## config.mk

```make
export PLATFORM = sky130hd
export DESIGN_NAME = scl_tick_gen
export DESIGN_NICKNAME = d
export VERILOG_FILES = /design/src/rtl/scl_div_pkg.sv /design/src/rtl/scl_div_dp.sv /design/src/rtl/scl_div_ctrl.sv /design/src/rtl/scl_tick_gen.sv
export SDC_FILE = /design/constraint.sdc
export NUM_CORES = 1
export LEC_CHECK = 0
export ABC_AREA = 1
export BUFFER_PORTS_ARGS = -buffer_cell sky130_fd_sc_hd__buf_2
export CAP_MARGIN = 20
export CORE_MARGIN = 10
export CORE_UTILIZATION = 39
export DETAILED_ROUTE_END_ITERATION = 8
export GPL_ROUTABILITY_DRIVEN = 0
export SYNTH_ARGS = -nofsm -noshare
export SYNTH_HDL_FRONTEND = slang
export SYNTH_SLANG_ARGS = --single-unit
export TNS_END_PERCENT = 100
```

## constraint.sdc

```tcl
create_clock -name clk -period 6.2 [get_ports clk]
set_input_delay 0.31 -clock clk [delete_from_list [all_inputs] [get_ports clk]]
set_output_delay 0.31 -clock clk [all_outputs]
set_load 0.01 [all_outputs]
```

## src/rtl/scl_div_pkg.sv

```systemverilog
package scl_div_pkg;
  localparam int IDX_W = 6;
  localparam int DIV_W = 12;

  typedef struct packed {
    logic load;
    logic clear;
    logic step;
  } divStrobes_t;

  function automatic logic [DIV_W-1:0] lookupDiv(input logic [IDX_W-1:0] idx);
    logic [DIV_W-1:0] d;
    if (!idx[5]) begin
      case (idx[4:0])
        5'd0:  d = 12'd30;   5'd1:  d = 12'd32;   5'd2:  d = 12'd36;   5'd3:  d = 12'd42;
        5'd4:  d = 12'd48;   5'd5:  d = 12'd52;   5'd6:  d = 12'd60;   5'd7:  d = 12'd72;
        5'd8:  d = 12'd80;   5'd9:  d = 12'd88;   5'd10: d = 12'd104;  5'd11: d = 12'd128;
        5'd12: d = 12'd144;  5'd13: d = 12'd160;  5'd14: d = 12'd192;  5'd15: d = 12'd240;
        5'd16: d = 12'd288;  5'd17: d = 12'd320;  5'd18: d = 12'd384;  5'd19: d = 12'd480;
        5'd20: d = 12'd576;  5'd21: d = 12'd640;  5'd22: d = 12'd768;  5'd23: d = 12'd960;
        5'd24: d = 12'd1152; 5'd25: d = 12'd1280; 5'd26: d = 12'd1536; 5'd27: d = 12'd1920;
        5'd28: d = 12'd2304; 5'd29: d = 12'd2560; 5'd30: d = 12'd3072; default: d = 12'd3840;
      endcase
    end else begin
      case (idx[4:0])
        5'd0:  d = 12'd22;   5'd1:  d = 12'd24;   5'd2:  d = 12'd26;   5'd3:  d = 12'd28;
        5'd4:  d = 12'd32;   5'd5:  d = 12'd36;   5'd6:  d = 12'd40;   5'd7:  d = 12'd44;
        5'd8:  d = 12'd48;   5'd9:  d = 12'd56;   5'd10: d = 12'd64;   5'd11: d = 12'd72;
        5'd12: d = 12'd80;   5'd13: d = 12'd96;   5'd14: d = 12'd112;  5'd15: d = 12'd128;
        5'd16: d = 12'd160;  5'd17: d = 12'd192;  5'd18: d = 12'd224;  5'd19: d = 12'd256;
        5'd20: d = 12'd320;  5'd21: d = 12'd384;  5'd22: d = 12'd448;  5'd23: d = 12'd512;
        5'd24: d = 12'd640;  5'd25: d = 12'd768;  5'd26: d = 12'd896;  5'd27: d = 12'd1024;
        5'd28: d = 12'd1280; 5'd29: d = 12'd1536; 5'd30: d = 12'd1792; default: d = 12'd2048;
      endcase
    end
    return d;
  endfunction
endpackage

```

## src/rtl/scl_div_dp.sv

```systemverilog
module scl_div_dp
  import scl_div_pkg::*;
#(
  parameter int CNT_W = DIV_W
) (
  input  logic              clk,
  input  logic              rstN,
  input  divStrobes_t       stb,
  input  logic [IDX_W-1:0]  divIdx,
  input  logic [1:0]        phase,
  output logic              atEnd
);
  logic [CNT_W-1:0] divReg;
  logic [CNT_W-1:0] cnt;
  logic [CNT_W-1:0] quarter;
  logic [CNT_W-1:0] phaseLen;

  // Phase 3 absorbs the remainder so the four phases sum to the divisor.
  always_comb begin
    quarter  = divReg >> 2;
    phaseLen = (phase == 2'd3) ? quarter + {{(CNT_W-2){1'b0}}, divReg[1:0]} : quarter;
    atEnd    = (cnt == phaseLen - CNT_W'(1));
  end

  always_ff @(posedge clk or negedge rstN) begin
    if (!rstN) begin
      divReg <= CNT_W'(lookupDiv('0));
      cnt    <= '0;
    end else begin
      if (stb.load) divReg <= CNT_W'(lookupDiv(divIdx));
      if (stb.clear)     cnt <= '0;
      else if (stb.step) cnt <= cnt + CNT_W'(1);
    end
  end
endmodule

```

## src/rtl/scl_div_ctrl.sv

```systemverilog
module scl_div_ctrl
  import scl_div_pkg::*;
(
  input  logic        clk,
  input  logic        rstN,
  input  logic        en,
  input  logic        atEnd,
  output divStrobes_t stb,
  output logic [1:0]  phase,
  output logic        tick
);
  always_comb begin
    stb.load  = !en;
    stb.clear = !en || atEnd;
    stb.step  = en && !atEnd;
  end

  always_ff @(posedge clk or negedge rstN) begin
    if (!rstN) begin
      phase <= 2'd0;
      tick  <= 1'b0;
    end else if (!en) begin
      phase <= 2'd0;
      tick  <= 1'b0;
    end else if (atEnd) begin
      phase <= phase + 2'd1;
      tick  <= 1'b1;
    end else begin
      tick  <= 1'b0;
    end
  end
endmodule

```

## src/rtl/scl_tick_gen.sv

```systemverilog
module scl_tick_gen
  import scl_div_pkg::*;
(
  input  logic             clk,
  input  logic             rstN,
  input  logic             en,
  input  logic [IDX_W-1:0] divIdx,
  output logic             qTick,
  output logic [1:0]       phase,
  output logic             sclHigh,
  output logic             sdaWin,
  output logic             sampleStb
);
  divStrobes_t stb;
  logic        atEnd;

  scl_div_ctrl u_ctrl (
    .clk(clk), .rstN(rstN), .en(en), .atEnd(atEnd),
    .stb(stb), .phase(phase), .tick(qTick)
  );

  scl_div_dp #(.CNT_W(DIV_W)) u_dp (
    .clk(clk), .rstN(rstN), .stb(stb), .divIdx(divIdx),
    .phase(phase), .atEnd(atEnd)
  );

  assign sclHigh   = phase[1];
  assign sdaWin    = (phase == 2'd0);
  assign sampleStb = qTick && (phase == 2'd3);
endmodule

```

# Yosys cells after proc, flatten, opt, wreduce, memory -nomap -nowiden
# Memories as Yosys holds them, arrays and structs flattened.
# Index checks and enable logic that the tools add are counted.
dict set report classes {
  n_addsub 4
  n_eq_ne 3
  mux 8
  n_reduce_logical 7
}
# op count
set op_table {}
lappend op_table {{12-bit 2-to-1 mux} 4}
lappend op_table {{12-bit by 1-bit adder with 12-bit output, second input constant} 1}
lappend op_table {{12-bit == test} 1}
lappend op_table {{12-bit by 1-bit subtractor with 12-bit output, second input constant} 1}
lappend op_table {{10-bit by 2-bit adder with 11-bit output} 1}
lappend op_table {{2-bit 2-to-1 mux} 2}
lappend op_table {{2-bit by 1-bit adder with 2-bit output, second input constant} 1}
lappend op_table {{2-bit == test, second input constant} 1}
lappend op_table {{1-bit logical AND} 2}
lappend op_table {{1-bit zero test} 2}
lappend op_table {{2-bit zero test} 1}
lappend op_table {{1-bit 2-to-1 mux} 2}
lappend op_table {{2-bit by 1-bit inequality test with 1-bit output, second input constant} 1}
lappend op_table {{2-bit nonzero test} 1}
lappend op_table {{1-bit logical OR} 1}
dict set report totals {
  regBits 27
  mem_bits_ro 704
  elab_cells 28
  memories 2
}
# memory depth width read_ports rd_ports_with_merged_regs write_ports line
set memory_table {}
lappend memory_table {{(no name shown)} 32 11 1 0 0 scl_div_pkg.sv:14} ;# case (idx[4:0])
lappend memory_table {{(no name shown)} 32 11 1 0 0 scl_div_pkg.sv:25} ;# case (idx[4:0])

# Logic depth before layout (Yosys ltp)
dict set report logic_depth {
  ltp_word 8
  mapped_depth 20
  ltp_nobuf 18
}

# Modules after synthesis
# Synthesis repeated with hierarchy kept, for this count alone.
dict set report hier_totals {
  cells_unflattened 359
  area_unflattened_um2 2262.2
}
# module instances cells_each area_per_inst_um2 seq_area_each_um2
set by_module_without_submodules {}
lappend by_module_without_submodules {scl_div_dp 1 338 2102.0 580.6}
lappend by_module_without_submodules {scl_div_ctrl 1 16 135.1 75.1}
lappend by_module_without_submodules {scl_tick_gen 1 5 25.0 0.0}

# Least setup slack after synthesis
# OpenSTA, ideal clock, no wires.
dict set report synth_timing {
  path_type {flip-flop to flip-flop}
  startpoint {register u_ctrl.phase[0]}
  endpoint {register u_dp.cnt[6]}
  setup_time_ps 122
  arrival_ps 2260
  required_time_ps 6078
  path_slack_ps 3818
  stages_incl_launch_ff 19
  path_buffers 2
  period_less_slack_ps 2382
  path_cell_list {dfrtp_1 > ha_1 > buf_4 > inv_1 > nand2_1 > nand2_1 > ha_1 > xnor2_1 > a21oi_1 > nand2_1 > nor2_1 > nand3_1 > nor2_1 > nand3_1 > nor2_4 > nand2_4 > nand2_4 > buf_12 > nor2_2}
}
dict set report synth_via {
  elab_chain_len 7
  word_cells_on_any_way 9
  classes_between {add/sub: 1; eq/ne: 2; mux: 2; reduce/logical: 4}
}
# element line
set synth_rtl {}
lappend synth_rtl {{start: declaration} scl_div_ctrl.sv:9} ;# output logic [1:0] phase,
lappend synth_rtl {{start signal: assignment} scl_div_ctrl.sv:26} ;# phase <= phase + 2'd1;
lappend synth_rtl {{2-bit == test (*)} scl_div_dp.sv:21} ;# phaseLen = (phase == 2'd3) ? quarter + {{(CNT_W-2){1'b0}}, divReg[1:0]} : quarter;
lappend synth_rtl {{12-bit 2-to-1 mux (*)} scl_div_dp.sv:21}
lappend synth_rtl {{12-bit by 1-bit subtractor with 12-bit output (*)} scl_div_dp.sv:22} ;# atEnd = (cnt == phaseLen - CNT_W'(1));
lappend synth_rtl {{12-bit == test (*)} scl_div_dp.sv:22}
lappend synth_rtl {{1-bit zero test} scl_div_ctrl.sv:15} ;# stb.step = en && !atEnd;
lappend synth_rtl {{1-bit logical AND} scl_div_ctrl.sv:15}
lappend synth_rtl {{2-bit nonzero test (no line)} --}
lappend synth_rtl {{end signal: assignment} scl_div_dp.sv:32} ;# else if (stb.step) cnt <= cnt + CNT_W'(1);
lappend synth_rtl {{end: declaration} scl_div_dp.sv:14} ;# logic [CNT_W-1:0] cnt;
# Every way passes the cells marked *; elsewhere a longest branch is shown, timed or not.
# A chain may end at the register's enable or synchronous reset.

# Final worst setup path
dict set report layout_timing {
  startpoint {register u_ctrl.phase[1]}
  endpoint {register u_dp.cnt[11]}
}
# Same word-level chain as after synthesis.

==> flow_summary.json <==
{
  "dp_hpwl_um": 4523,
  "cts_tree": "done",
  "hold_viol_final": 0,
  "synth_ff_type": "dfrtp_1",
  "holdCritPathClass": "in2async",
  "crit_fanout": 12,
  "die_w_um": 98.77,
  "grt_pass1_vias": 2295,
  "multi_input_area_um2": 1506,
  "postCtsHoldBufs": 0,
  "slew_headroom_pct": 60.22,
  "seqCellArea_um2": 655.6,
  "clkSinkCount": 26,
  "worst_pin_slew_ns": 0.5967,
  "yosysWarnings": 0,
  "htreeDepth": 1,
  "drive_gt1_share_pct": 12.18,
  "diodes": 0,
  "place_inst": 457,
  "die-area_um2": 9756,
  "grt_use_total_pct": 12.13,
  "n_fill_cell": 652,
  "routed_wl_um": 5690,
  "cts_buffers": 3,
  "slowest_stage": "dfrtp_1",
  "antenna_found_initial": 0,
  "stdcell_count": 461,
  "maxCapViolations": 0,
  "critPathKind": "reg2reg",
  "worstPathCellList": "ha_1 > inv_1 > nand2_1 > nand2_1 > ha_1 > xnor2_1 > a21oi_1 > nand2_1 > nor2_1 > nand3_1 > nor2_1 > nand3_1 > nor2_4 > nand2_4 > nand2_4 > nor2_1",
  "critPathRequiredTime_ns": 6.37,
  "powerDensity_nw_per_um2": 181.1,
  "die_y_um": 98.77,
  "netlist_area_um2": 2420,
  "first_pass_iters": 4,
  "row_count": 28,
  "syn_nets": 395,
  "num_vias": 2360,
  "cts_buffer_depth": 2,
  "portBuffers": 14,
  "grt_start_max_net_pins": 27,
  "postRouteAntennaNets": 0,
  "fmax_ghz": 0.3722,
  "cp_top_family": "simple AND/OR/NAND/NOR gates",
  "cts_setup_buffers": 0,
  "async_flop_share_pct": 100.0,
  "synth.distinct_cells": 35,
  "grt_pass1_wl_um": 10470,
  "cp.depth": 16,
  "cts.reportedPaths.clkPinSlew_ns": 0.10,
  "cts_root_buf": "clkbuf_8",
  "nNetsFinal": 405,
  "initialDrtViolationCount": 129,
  "synth_area_per_cell_um2": 6.419,
  "slew_viol_final": 0,
  "worst_slack_ns": 3.514,
  "cts_resized": 0,
  "detailedPlace.worstSlack_ns": 3.521,
  "crit_buf_inv": 1,
  "synth_seq_area_share_pct": 27.09,
  "fin_crit_sh_pct": 43.33,
  "vias_per_cell": 5.119,
  "p_leak_nw": 1.245,
  "setup_viol": 0,
  "synth_seq_cells": 26,
  "end_kind": "flip-flop",
  "start_util_pct": 40.63,
  "skew_ns": 0.004489,
  "ios": 15,
  "worstPathArrival_ns": 2.86,
  "synth_edf_count": 0,
  "slowest_delay_ns": 0.41,
  "period_needed_ns": 2.686,
  "tns_ns": 0,
  "syn2layout_area_growth_pct": 7.291,
  "design.core.area_um2": 5956,
  "clkLatencyLatePin_ns": 0.28,
  "drc": 0,
  "syn_inst": 377,
  "rr_worst_depth": 16,
  "post_drt_wl_per_cell_um": 12.34,
  "status": "completed",
  "gr-total-overflow": 0,
  "setup.worst_path.start_class": "flip-flop",
  "rsz0062_at_grt": "false",
  "irDropWorstVdd_mv": 0.08851
}
[cells by family after synthesis]
family / synth area share (%)
compound gates: 10.91
simple gates: 43.07
flops: 27.09
buf+inv: 10.65
xor+xnor: 3.619
fa+ha+maj: 4.654
[synth_stat cells, types with 3 or more instances]
cell type | n | area (um2)
dfstp_2 | 4 | 105.1
inv_1 | 52 | 195.2
nand2_1 | 114 | 427.9
nor2_1 | 34 | 127.6
nor2_2 | 15 | 93.84
nand3_1 | 37 | 185.2
nand4_1 | 13 | 81.33
xor2_1 | 6 | 52.55
o211ai_1 | 7 | 52.55
ha_1 | 9 | 112.6
o21ai_0 | 16 | 80.08
nand2_4 | 3 | 33.78
a21oi_1 | 8 | 40.04
dfrtp_1 | 22 | 550.5
nor2_4 | 3 | 33.78
clkbuf_1 | 5 | 18.77
xnor2_1 | 4 | 35.03
[power by group]
| group | leakage [nW] | switching, mW | internal, mW |
|---|---|---|---|
| clock network | 0.0357 | 0.0597 | 0.0865 |
| logic | 0.869 | 0.0890 | 0.0443 |
| registers | 0.340 | 0.0112 | 0.179 |
| total | 1.24 | 0.160 | 0.310 |
[placed cells by master, fill, tap and decap left out, types with 2 or more instances in the layout]
cell / count
clkbuf_8: 3
o21ai_0: 16
nand2_4: 3
xnor2_1: 4
o21bai_1: 2
ha_1: 9
o311ai_0: 2
xor2_1: 6
nand2_1: 114
o211ai_1: 7
nor2_2: 15
nor2_1: 34
nand2_2: 2
nor2_4: 3
nand4_1: 13
inv_1: 52
o22ai_1: 2
dfstp_2: 4
buf_2: 14
nand3_1: 37
a21oi_1: 8
dfrtp_1: 22
nor3_1: 2
nor4_1: 2
[cell type report]
cell class,count,area share [%]
Sequential cell,26,25.25
Inverter,53,7.663
Multi-Input combinational cell,289,58.02
Tap cell,75,3.614
Timing Repair Buffer,14,2.699
Clock inverter,1,1.157
Clock buffer,3,1.590
[sequential cells by signal (all words and copies together) (netlist names)]
signal	count
u_ctrl.phase	2
u_ctrl.tick	1
u_dp.cnt	12
u_dp.divReg	11
[per-stage QoR]
| stage | hold slack [ns] | util (%) | instance area (um2) | power, mW |
|---|---|---|---|---|
| after CTS | 0.04466 | 43.59 | 2596 | 0.4745 |
| after detailed placement | 0.3574 | 42.39 | 2525 | 0.3260 |
| after floorplan | 0.01441 | - | 2420 | 0.2960 |
| after global routing | 0.06043 | 43.59 | 2596 | 0.5060 |
| after global placement | 0.3503 | 42.39 | 2525 | 0.3251 |
| final | 0.02351 | 43.59 | 2596 | 0.4701 |
[per-layer routing]
layer	share of wire, %	GRT usage (%)	vias up
met5	0	0	-
met4	0.84	2.095	0
met3	4.7	2.444	6
met2	45	19.94	47
met1	49	16.06	1070
li1	-	-	1237
[final timing paths]
check | to | slack [ns] | startpoint
min in group clk | u_ctrl.phase[1] | 0.41 | en
max reg2reg | u_dp.cnt[11] | 3.51 | u_ctrl.phase[1]
max in group asynchronous | u_dp.divReg[7] | 5.79 | rstN
min | u_dp.cnt[5] | 0.02 | rstN
min reg2reg | u_dp.cnt[0] | 0.51 | u_dp.cnt[0]
max | u_dp.cnt[11] | 3.51 | u_ctrl.phase[1]
Power figures use the tool's default switching activity.
